==> src/rtl/i2c_regbank_pkg.sv <==
package i2c_regbank_pkg;
  // Protocol engine states
  typedef enum logic [2:0] {
    ST_IDLE,
    ST_ADDR,
    ST_ADDR_ACK,
    ST_RX,
    ST_RX_ACK,
    ST_TX,
    ST_TX_ACK
  } slv_state_t;
endpackage

==> src/rtl/i2c_line_sync.sv <==
// Synchronizes SCL/SDA and derives edge and bus-condition events.
module i2c_line_sync #(
  parameter int STAGES = 2
) (
  input  logic clk,
  input  logic rst_n,
  input  logic scl_i,
  input  logic sda_i,
  output logic sda_s,
  output logic scl_rise,
  output logic scl_fall,
  output logic start_ev,
  output logic stop_ev
);
  logic [STAGES-1:0] scl_pipe, sda_pipe;
  logic scl_d, sda_d;
  logic scl_s;

  always_ff @(posedge clk or negedge rst_n) begin
    if (!rst_n) begin
      scl_pipe <= '1;
      sda_pipe <= '1;
      scl_d    <= 1'b1;
      sda_d    <= 1'b1;
    end else begin
      scl_pipe <= {scl_pipe[STAGES-2:0], scl_i};
      sda_pipe <= {sda_pipe[STAGES-2:0], sda_i};
      scl_d    <= scl_pipe[STAGES-1];
      sda_d    <= sda_pipe[STAGES-1];
    end
  end

  assign scl_s    = scl_pipe[STAGES-1];
  assign sda_s    = sda_pipe[STAGES-1];
  assign scl_rise = scl_s & ~scl_d;
  assign scl_fall = ~scl_s & scl_d;
  assign start_ev = scl_s & scl_d & sda_d & ~sda_s;
  assign stop_ev  = scl_s & scl_d & ~sda_d & sda_s;
endmodule

==> src/rtl/i2c_byte_engine.sv <==
// Bit/byte protocol engine: address match, ACK, pointer, read/write strobes.
module i2c_byte_engine
  import i2c_regbank_pkg::*;
#(
  parameter logic [6:0] DEV_ADDR = 7'h6F,
  parameter int NUM_REGS = 34,
  parameter int AW = 6
) (
  input  logic          clk,
  input  logic          rst_n,
  input  logic          sda_s,
  input  logic          scl_rise,
  input  logic          scl_fall,
  input  logic          start_ev,
  input  logic          stop_ev,
  input  logic [7:0]    rd_data,
  output logic [AW-1:0] ptr,
  output logic          sda_oe,
  output logic          wr_en,
  output logic [AW-1:0] wr_addr,
  output logic [7:0]    wr_data
);
  localparam logic [AW-1:0] PARK  = AW'(NUM_REGS);
  localparam logic [7:0]    LIMIT = 8'(NUM_REGS);

  slv_state_t    state_q, state_n;
  logic [3:0]    bits_q, bits_n;
  logic [7:0]    shift_q, shift_n;
  logic [AW-1:0] ptr_q, ptr_n;
  logic          first_q, first_n, rw_q, rw_n, nack_q, nack_n, oe_q, oe_n;
  logic          wr_en_n;

  always_comb begin
    state_n = state_q;
    bits_n  = bits_q;
    shift_n = shift_q;
    ptr_n   = ptr_q;
    first_n = first_q;
    rw_n    = rw_q;
    nack_n  = nack_q;
    oe_n    = oe_q;
    wr_en_n = 1'b0;
    if (stop_ev) begin
      state_n = ST_IDLE;
      oe_n    = 1'b0;
    end else if (start_ev) begin
      state_n = ST_ADDR;
      bits_n  = '0;
      oe_n    = 1'b0;
    end else begin
      unique case (state_q)
        ST_IDLE: ;
        ST_ADDR: begin
          if (scl_rise && bits_q != 4'd8) begin
            shift_n = {shift_q[6:0], sda_s};
            bits_n  = bits_q + 4'd1;
          end
          if (scl_fall && bits_q == 4'd8) begin
            if (shift_q[7:1] == DEV_ADDR) begin
              rw_n    = shift_q[0];
              oe_n    = 1'b1;
              state_n = ST_ADDR_ACK;
            end else begin
              state_n = ST_IDLE;
            end
          end
        end
        ST_ADDR_ACK: begin
          if (scl_fall) begin
            bits_n = '0;
            if (rw_q) begin
              shift_n = rd_data;
              oe_n    = ~rd_data[7];
              state_n = ST_TX;
            end else begin
              oe_n    = 1'b0;
              first_n = 1'b1;
              state_n = ST_RX;
            end
          end
        end
        ST_RX: begin
          if (scl_rise && bits_q != 4'd8) begin
            shift_n = {shift_q[6:0], sda_s};
            bits_n  = bits_q + 4'd1;
          end
          if (scl_fall && bits_q == 4'd8) begin
            oe_n    = 1'b1;
            state_n = ST_RX_ACK;
            if (first_q) begin
              first_n = 1'b0;
              ptr_n   = (shift_q < LIMIT) ? shift_q[AW-1:0] : PARK;
            end else if (ptr_q != PARK) begin
              wr_en_n = 1'b1;
              ptr_n   = ptr_q + 1'b1;
            end
          end
        end
        ST_RX_ACK: begin
          if (scl_fall) begin
            oe_n    = 1'b0;
            bits_n  = '0;
            state_n = ST_RX;
          end
        end
        ST_TX: begin
          if (scl_fall) begin
            bits_n = bits_q + 4'd1;
            if (bits_q == 4'd7) begin
              oe_n    = 1'b0;
              state_n = ST_TX_ACK;
              if (ptr_q != PARK) ptr_n = ptr_q + 1'b1;
            end else begin
              shift_n = {shift_q[6:0], 1'b0};
              oe_n    = ~shift_q[6];
            end
          end
        end
        ST_TX_ACK: begin
          if (scl_rise) nack_n = sda_s;
          if (scl_fall) begin
            if (nack_q) begin
              state_n = ST_IDLE;
            end else begin
              shift_n = rd_data;
              oe_n    = ~rd_data[7];
              bits_n  = '0;
              state_n = ST_TX;
            end
          end
        end
        default: state_n = ST_IDLE;
      endcase
    end
  end

  always_ff @(posedge clk or negedge rst_n) begin
    if (!rst_n) begin
      state_q <= ST_IDLE;
      bits_q  <= '0;
      shift_q <= '0;
      ptr_q   <= '0;
      first_q <= 1'b0;
      rw_q    <= 1'b0;
      nack_q  <= 1'b0;
      oe_q    <= 1'b0;
      wr_en   <= 1'b0;
      wr_addr <= '0;
      wr_data <= '0;
    end else begin
      state_q <= state_n;
      bits_q  <= bits_n;
      shift_q <= shift_n;
      ptr_q   <= ptr_n;
      first_q <= first_n;
      rw_q    <= rw_n;
      nack_q  <= nack_n;
      oe_q    <= oe_n;
      wr_en   <= wr_en_n;
      if (wr_en_n) begin
        wr_addr <= ptr_q;
        wr_data <= shift_q;
      end
    end
  end

  assign ptr    = ptr_q;
  assign sda_oe = oe_q;
endmodule

==> src/rtl/i2c_reg_bank.sv <==
// Writable control bytes plus read mux over status, banked address and controls.
module i2c_reg_bank #(
  parameter int NUM_REGS  = 34,
  parameter int RO_COUNT  = 12,
  parameter int BANK_ADDR = 9,
  parameter int SEL_ADDR  = 14,
  parameter int SEL_BIT   = 0,
  parameter int ID_BIT    = 0,
  parameter int AW        = 6
) (
  input  logic                           clk,
  input  logic                           rst_n,
  input  logic                           wr_en,
  input  logic [AW-1:0]                  wr_addr,
  input  logic [7:0]                     wr_data,
  input  logic [AW-1:0]                  rd_addr,
  input  logic [RO_COUNT*8-1:0]          status_i,
  input  logic [7:0]                     cmon_i,
  output logic [7:0]                     rd_data,
  output logic [(NUM_REGS-RO_COUNT)*8-1:0] ctrl_o
);
  localparam int RW_COUNT = NUM_REGS - RO_COUNT;
  localparam int SEL_POS  = (SEL_ADDR - RO_COUNT) * 8 + SEL_BIT;

  for (genvar g = 0; g < RW_COUNT; g++) begin : g_ctrl
    logic       hit;
    logic [7:0] byte_q;
    assign hit = wr_en && (wr_addr == AW'(RO_COUNT + g));
    always_ff @(posedge clk or negedge rst_n) begin
      if (!rst_n)   byte_q <= '0;
      else if (hit) byte_q <= wr_data;
    end
    assign ctrl_o[g*8 +: 8] = byte_q;
  end

  always_comb begin
    rd_data = '0;
    for (int i = 0; i < RO_COUNT; i++) begin
      if (rd_addr == AW'(i)) begin
        if (i == BANK_ADDR)
          rd_data = ctrl_o[SEL_POS] ? cmon_i
                                    : (status_i[i*8 +: 8] | (8'd1 << ID_BIT));
        else
          rd_data = status_i[i*8 +: 8];
      end
    end
    for (int i = 0; i < RW_COUNT; i++) begin
      if (rd_addr == AW'(RO_COUNT + i)) rd_data = ctrl_o[i*8 +: 8];
    end
  end
endmodule

==> src/rtl/i2c_regbank_slave.sv <==
// Top: I2C slave giving bus access to a status/control register bank.
module i2c_regbank_slave #(
  parameter logic [6:0] DEV_ADDR = 7'h6F,
  parameter int NUM_REGS    = 34,
  parameter int RO_COUNT    = 12,
  parameter int BANK_ADDR   = 9,
  parameter int SEL_ADDR    = 14,
  parameter int SEL_BIT     = 0,
  parameter int ID_BIT      = 0,
  parameter int SYNC_STAGES = 2
) (
  input  logic                             clk,
  input  logic                             rst_n,
  input  logic                             scl_i,
  input  logic                             sda_i,
  output logic                             sda_oe_o,
  input  logic [RO_COUNT*8-1:0]            status_i,
  input  logic [7:0]                       cmon_i,
  output logic [(NUM_REGS-RO_COUNT)*8-1:0] ctrl_o
);
  localparam int AW = $clog2(NUM_REGS + 1);

  logic [1:0]    rst_pipe;
  logic          rst_sync_n;
  logic          sda_s, scl_rise, scl_fall, start_ev, stop_ev;
  logic          wr_en;
  logic [AW-1:0] wr_addr, ptr;
  logic [7:0]    wr_data, rd_data;

  always_ff @(posedge clk or negedge rst_n) begin
    if (!rst_n) rst_pipe <= '0;
    else        rst_pipe <= {rst_pipe[0], 1'b1};
  end
  assign rst_sync_n = rst_pipe[1];

  i2c_line_sync #(.STAGES(SYNC_STAGES)) u_sync (
    .clk(clk), .rst_n(rst_sync_n), .scl_i(scl_i), .sda_i(sda_i),
    .sda_s(sda_s), .scl_rise(scl_rise), .scl_fall(scl_fall),
    .start_ev(start_ev), .stop_ev(stop_ev)
  );

  i2c_byte_engine #(.DEV_ADDR(DEV_ADDR), .NUM_REGS(NUM_REGS), .AW(AW)) u_eng (
    .clk(clk), .rst_n(rst_sync_n), .sda_s(sda_s), .scl_rise(scl_rise),
    .scl_fall(scl_fall), .start_ev(start_ev), .stop_ev(stop_ev),
    .rd_data(rd_data), .ptr(ptr), .sda_oe(sda_oe_o), .wr_en(wr_en),
    .wr_addr(wr_addr), .wr_data(wr_data)
  );

  i2c_reg_bank #(
    .NUM_REGS(NUM_REGS), .RO_COUNT(RO_COUNT), .BANK_ADDR(BANK_ADDR),
    .SEL_ADDR(SEL_ADDR), .SEL_BIT(SEL_BIT), .ID_BIT(ID_BIT), .AW(AW)
  ) u_bank (
    .clk(clk), .rst_n(rst_sync_n), .wr_en(wr_en), .wr_addr(wr_addr),
    .wr_data(wr_data), .rd_addr(ptr), .status_i(status_i), .cmon_i(cmon_i),
    .rd_data(rd_data), .ctrl_o(ctrl_o)
  );
endmodule

==> config.mk <==
export PLATFORM = sky130hd
export DESIGN_NAME = i2c_regbank_slave
export DESIGN_NICKNAME = d
export VERILOG_FILES = /design/src/rtl/i2c_regbank_pkg.sv /design/src/rtl/i2c_line_sync.sv /design/src/rtl/i2c_byte_engine.sv /design/src/rtl/i2c_reg_bank.sv /design/src/rtl/i2c_regbank_slave.sv
export SDC_FILE = /design/constraint.sdc
export NUM_CORES = 1
export LEC_CHECK = 0
export BUFFER_PORTS_ARGS = -buffer_cell sky130_fd_sc_hd__buf_4
export CAP_MARGIN = 5
export CORE_MARGIN = 2
export CORE_UTILIZATION = 30
export CTS_CLUSTER_SIZE = 20
export DETAILED_ROUTE_END_ITERATION = 8
export PLACE_DENSITY = 0.45
export SYNTH_ARGS = -nofsm -noshare
export SYNTH_HDL_FRONTEND = slang
export SYNTH_SLANG_ARGS = --single-unit
==> constraint.sdc <==
create_clock -name clk -period 9.85 [get_ports clk]
set_input_delay 1.4775 -clock clk [delete_from_list [all_inputs] [get_ports clk]]
set_output_delay 1.4775 -clock clk [all_outputs]
set_load 0.02 [all_outputs]
# ---- Word level (Yosys, flattened, before mapping)
# Index checks and enable logic that the tools add are counted.
dict set report word_totals {
  reg_bits 224
  latchBits 0
  mem_bits_rw 0
  rom_bits 0
  wordCells 281
  memories 0
}
dict set report classes {
  addsub 2
  n_mul 0
  div 0
  order_cmp 1
  n_eq_ne 91
  n_shift 0
  muxes 93
  bitwise_logic 15
  n_reduce_logical 41
}
# op count
set ops {}
lappend ops {{8-bit two-way mux} 42}
lappend ops {{6-bit by 5-bit == test with 1-bit output (second input constant)} 32}
lappend ops {{6-bit by 4-bit == test with 1-bit output (second input constant)} 12}
lappend ops {{6-bit two-way mux} 6}
lappend ops {{3-bit two-way mux} 11}
lappend ops {{4-bit by 3-bit != test with 1-bit output (second input constant)} 8}
lappend ops {{8-bit case mux with 4 select lines} 1}
lappend ops {{6-bit by 3-bit == test with 1-bit output (second input constant)} 4}
lappend ops {{6-bit == test (second input constant)} 4}
lappend ops {{1-bit logical AND} 24}
lappend ops {{4-bit two-way mux} 6}
lappend ops {{1-bit two-way mux} 21}
lappend ops {{3-bit case mux with 7 select lines} 1}
lappend ops {{4-bit case mux with 4 select lines} 1}
lappend ops {{2-bit by 1-bit != test with 1-bit output (second input constant)} 7}
lappend ops {{6-bit by 2-bit == test with 1-bit output (second input constant)} 2}
lappend ops {{6-bit case mux with 2 select lines} 1}
lappend ops {{6-bit AND reduction} 2}
lappend ops {{10-bit AND reduction} 1}
lappend ops {{3-bit == test (second input constant)} 3}
lappend ops {{9-bit AND reduction} 1}
lappend ops {{8-bit by 6-bit less-than comparator with 1-bit output (second input constant)} 1}
lappend ops {{4-bit != test (second input constant)} 2}
lappend ops {{1-bit NOT} 8}
lappend ops {{other kinds (28)} 42}

# ---- Longest topological paths before layout
dict set report depth {
  depth_word 41
  mapped_depth 12
}

# ---- Modules after synthesis
# A second synthesis with hierarchy kept.
dict set report unflattened {
  hier_cells 1200
  hier_area_um2 12887.4
}
# mod n_inst cells_each area_each_um2
set modules_own_cells {}
lappend modules_own_cells {i2c_reg_bank 1 953 10299.9}
lappend modules_own_cells {i2c_byte_engine 1 234 2343.5}
lappend modules_own_cells {i2c_line_sync 1 10 190.2}
lappend modules_own_cells {i2c_regbank_slave 1 3 53.8}

# ---- Least setup slack after synthesis
# Ideal clock, no wire load.
dict set report synth_timing {
  kind {input -> register}
  startpoint {input status_i[42]}
  endpoint {register u_eng.shift_q[2]}
  setup_ns 0.101
  arrival_ns 2.630
  t_required_ns 9.749
  setup_slack_ns 7.119
  stages 7
  path_cell_list {inv_1 > a2111oi_0 > nor3_1 > a211o_1 > o2bb2ai_1 > nor4_1 > nor4_1}
}
dict set report synth_via {
  elab_chain_cells 32
}
# item line_no
set synth_lines {}
lappend synth_lines {{start, declared} i2c_regbank_slave.sv:17} ;# input logic [RO_COUNT*8-1:0] status_i,
lappend synth_lines {{8-bit two-way mux (*) (7 in series)} i2c_reg_bank.sv:39} ;# if (rd_addr == AW'(i)) begin
lappend synth_lines {{8-bit two-way mux (*) (22 in series)} i2c_reg_bank.sv:48} ;# if (rd_addr == AW'(RO_COUNT + i)) rd_data = ctrl_o[i*8 +: 8];
lappend synth_lines {{8-bit two-way mux (on tied branches)} {i2c_byte_engine.sv:122, i2c_byte_engine.sv:71}}
lappend synth_lines {{8-bit two-way mux (on tied branches)} {i2c_byte_engine.sv:121, i2c_byte_engine.sv:69}}
lappend synth_lines {{8-bit case mux with 4 select lines (*)} i2c_byte_engine.sv:51} ;# unique case (state_q)
lappend synth_lines {{end signal, assigned} i2c_byte_engine.sv:153} ;# shift_q <= shift_n;
lappend synth_lines {{end, declared} i2c_byte_engine.sv:28} ;# logic [7:0] shift_q, shift_n;
# Every way passes the cells marked *; elsewhere a longest branch is shown, timed or not. The select of a mux whose other input is x is not followed.
# A chain may end at the register's enable or synchronous reset.

# ---- Worst setup path after layout
dict set report layout_timing {
  startpoint {register u_eng.ptr_q[3], in the netlist u_eng.ptr[3]}
  endpoint {register u_eng.shift_q[2]}
}
dict set report layout_via {
  elab_chain_cells 38
}
# item line_no
set layout_lines {}
lappend layout_lines {{start, declared} i2c_byte_engine.sv:29} ;# logic [AW-1:0] ptr_q, ptr_n;
lappend layout_lines {{start signal, assigned} i2c_byte_engine.sv:154} ;# ptr_q <= ptr_n;
lappend layout_lines {{6-bit logical NOT} i2c_reg_bank.sv:39}
lappend layout_lines {{8-bit two-way mux (12 in series)} i2c_reg_bank.sv:39}
lappend layout_lines {{8-bit two-way mux (21 in series)} i2c_reg_bank.sv:48}
lappend layout_lines {{8-bit two-way mux (*)} i2c_reg_bank.sv:48}
lappend layout_lines {{8-bit two-way mux (on tied branches)} {i2c_byte_engine.sv:122, i2c_byte_engine.sv:71}}
lappend layout_lines {{8-bit two-way mux (on tied branches)} {i2c_byte_engine.sv:121, i2c_byte_engine.sv:69}}
lappend layout_lines {{8-bit case mux with 4 select lines (*)} i2c_byte_engine.sv:51}
# Marks and branches as above.

==> qor.csv <==
metric,value,unit
relSlewSlack,11.3,%
path_class,reg2reg,
firstDrtPassIters,5,
cts_buffer_depth,3,
avgSynthCellArea,10.1,µm²
drt-initial-drc-count,1246,
grt_max_degree,71,
finalNetCount,1621,
cts_resized,0,
hpwl,46.3,mm
start_util,30.3,%
instances_no_fill,2064,
overflow,0,
required,10.24,ns
worst_pin_slew,1.33,ns
antenna_found_initial,0,
seq_area_frac_synth,44.3,%
io_pins,285,
root_buffer,clkbuf_16,
period_needed,4.31,ns
clk_latency,0.54,ns
syn_to_final_growth,26.8,%
via_count,12200,
peakVddDrop,80.7,µV
finalCritPeriodShare,43.8,%
cts.clk_slew.worst_paths,0.06,ns
async_reset_ff_share,100,%
power_switching,0.671,mW
crit_family,simple AND/OR/NAND/NOR gates,
die_x,209,µm
die_y,209,µm
ctsHoldBuffers,0,
fin_area,16100,µm²
numPortBuffers,283,
cts.sinks,224,
cp_num_buf_inv,1,
startpoint_type,flip-flop,
post_dp_cell_area,15200,µm²
timing.fmax,232,MHz
synth.most_common_cell,dfrtp_1,
synth.top_cell.area_share,43.1,%
tritoncts,done,
slew_viol_final,0,
crit_fanout,24,
wl_per_cell,29.7,µm
synth_edf_count,0,
p_clk_share,41.3,%
yosysTopAreaCell,dfrtp_1,
postRouteAntennaNets,0,
hold_viol_final,0,
syn-cell-area,12700,µm²
power_frac_comb,14.6,%
r2r_setup_slack,5.54,ns
ys_ff_latch,224,
seqPwrFrac,44.2,%
yosysWarnings,0,
drv_cap,0,
n_antenna_cell,0,
p_leak,7.57,nW
rsz0062_at_grt,false,
cts_setup_buffers,0,
synthCells,1257,
critPathArrivalTime,4.70,ns
synth_nets,1371,
status,"complete, no violations",
gp_congestion,0.911,
sw_frac_of_total,29.4,%
cp_slowest_stage_delay,0.94,ns
viasPerCell,5.89,
critPathCaptureType,flip-flop,
cellPowerDensity,142,nW/µm²
setup_viol,0,
dp.cells,2019,
numCtsBuffers,25,
clock_skew,0.00746,ns
die-area,43900,µm²
final_layout_size_suffix_gt1_share,36.1,%
hp-class,reg2async,
wl,61.3,mm
intPower,1.61,mW
crit_path_frequent_cell,nor4_1,
core,41900,µm²
synth_flop_cell,dfrtp_1,
grt_util_all_layers,27.2,%
path_cells,"nand2b_1, nor2_2, a2111oi_0, buf_4, and4_1, o41ai_1, nor4_1, nor4_1",
drc,0,
finalCoreUtilization,38.4,%
grt_pass1_wl,87.2,mm
setup_tns,0,ns
rows,75,
synth_cell_types,91,
synthTopCellsByCount,"218 x dfrtp_1, 179 x mux2_2, 121 x nand2_1",
h-tree-depth,1,
synth_area_leaders,"dfrtp_1 43%, mux2_2 16%, nand2_1 3.6%",
grt_pass1_vias,12000,
hold_ws,0.236,ns
slowest_stage,a2111oi_0,
## per-layer routing
layer	vias up	GRT usage, %	routed length (µm)
li1	5291	-	-
met3	89	4.04	4290
met5	-	0	0
met2	590	43.5	28100
met4	0	9.32	2160
met1	6197	37.8	26800
## cell type report
cell class	count	area (µm²)
fillers	4305	25800
flip-flops and latches	224	5620
inverters	17	63.8
multi-input cells	941	6650
repair buffers	298	2240
well taps	539	674
clock buffers	37	741
clock inverters	8	73.8
## power by group through the flow
stage               registers, mW  clock network (mW)  logic [mW]
floorplan                    1.00                   0       0.189
global placement             1.02                   0       0.325
detailed placement           1.02                   0       0.327
CTS                          1.00               0.958       0.329
global route                 1.01               0.990       0.358
finish                       1.01               0.941       0.332
## kinds of logic after synthesis
kind of cell    share of synthesized area [%]
simple gates                             17.6
compound gates                           17.9
flops                                    44.3
mux                                      16.2
buf+inv                                  3.21
fa+ha+maj                               0.593
other cells                            0.0296
xor+xnor                               0.0692
## flip-flops by register name, summed over array words and instances (netlist names), 2 cells and up
name	count
u_sync.sda_pipe	2
u_eng.wr_addr	6
u_eng.shift_q	8
u_bank.g_ctrl.byte_q	176
rst_pipe	2
u_sync.scl_pipe	2
u_eng.ptr	6
u_eng.bits_q	4
u_eng.state_q	3
u_eng.wr_data	8
## stage by stage
| step | power [mW] | worst slack, ns |
|---|---|---|
| 3_3_place_gp | 1.35 | 5.71 |
| 3_5_place_dp | 1.35 | 5.64 |
| 4_1_cts | 2.29 | 5.63 |
| 6_report | 2.28 | 5.54 |
| 5_1_grt | 2.36 | 5.43 |
| 2_1_floorplan | 1.19 | 3.16 |
## cells in the final DEF (no fill, tap or decap), types with 7 or more instances in the layout
master | Yosys | layout
buf_4 | 4 | 298
dfrtp_1 | 218 | 217
mux2_2 | 179 | 179
nand2_1 | 121 | 121
nor2_1 | 99 | 99
a21oi_1 | 46 | 46
o21ai_0 | 44 | 44
nor3_1 | 41 | 40
nand3_1 | 37 | 37
o22ai_1 | 29 | 29
clkbuf_16 | 0 | 25
a221oi_1 | 24 | 24
nor2b_1 | 19 | 19
o211ai_1 | 19 | 19
a211oi_1 | 17 | 17
inv_1 | 16 | 16
and3_1 | 16 | 16
o221ai_1 | 16 | 16
nor4_1 | 12 | 12
nand3b_1 | 11 | 11
nand2b_1 | 10 | 10
a31oi_1 | 10 | 10
or3_1 | 10 | 10
nand4_1 | 7 | 7
clkbuf_8 | 0 | 7
## worst paths after layout
check                      cells after the start          from                          end
setup / recovery                               8  u_eng.ptr[3]             u_eng.shift_q[2]
hold / removal                                 0   rst_pipe[1]  u_bank.g_ctrl[20].byte_q[2]
setup reg to reg                               8  u_eng.ptr[3]             u_eng.shift_q[2]
hold reg to reg                                0   rst_pipe[1]  u_bank.g_ctrl[20].byte_q[2]
max in group asynchronous                      2   rst_pipe[1]   u_bank.g_ctrl[3].byte_q[7]
min in group clk                               0   rst_pipe[0]                  rst_pipe[1]
(Power assumes the default switching activity.)
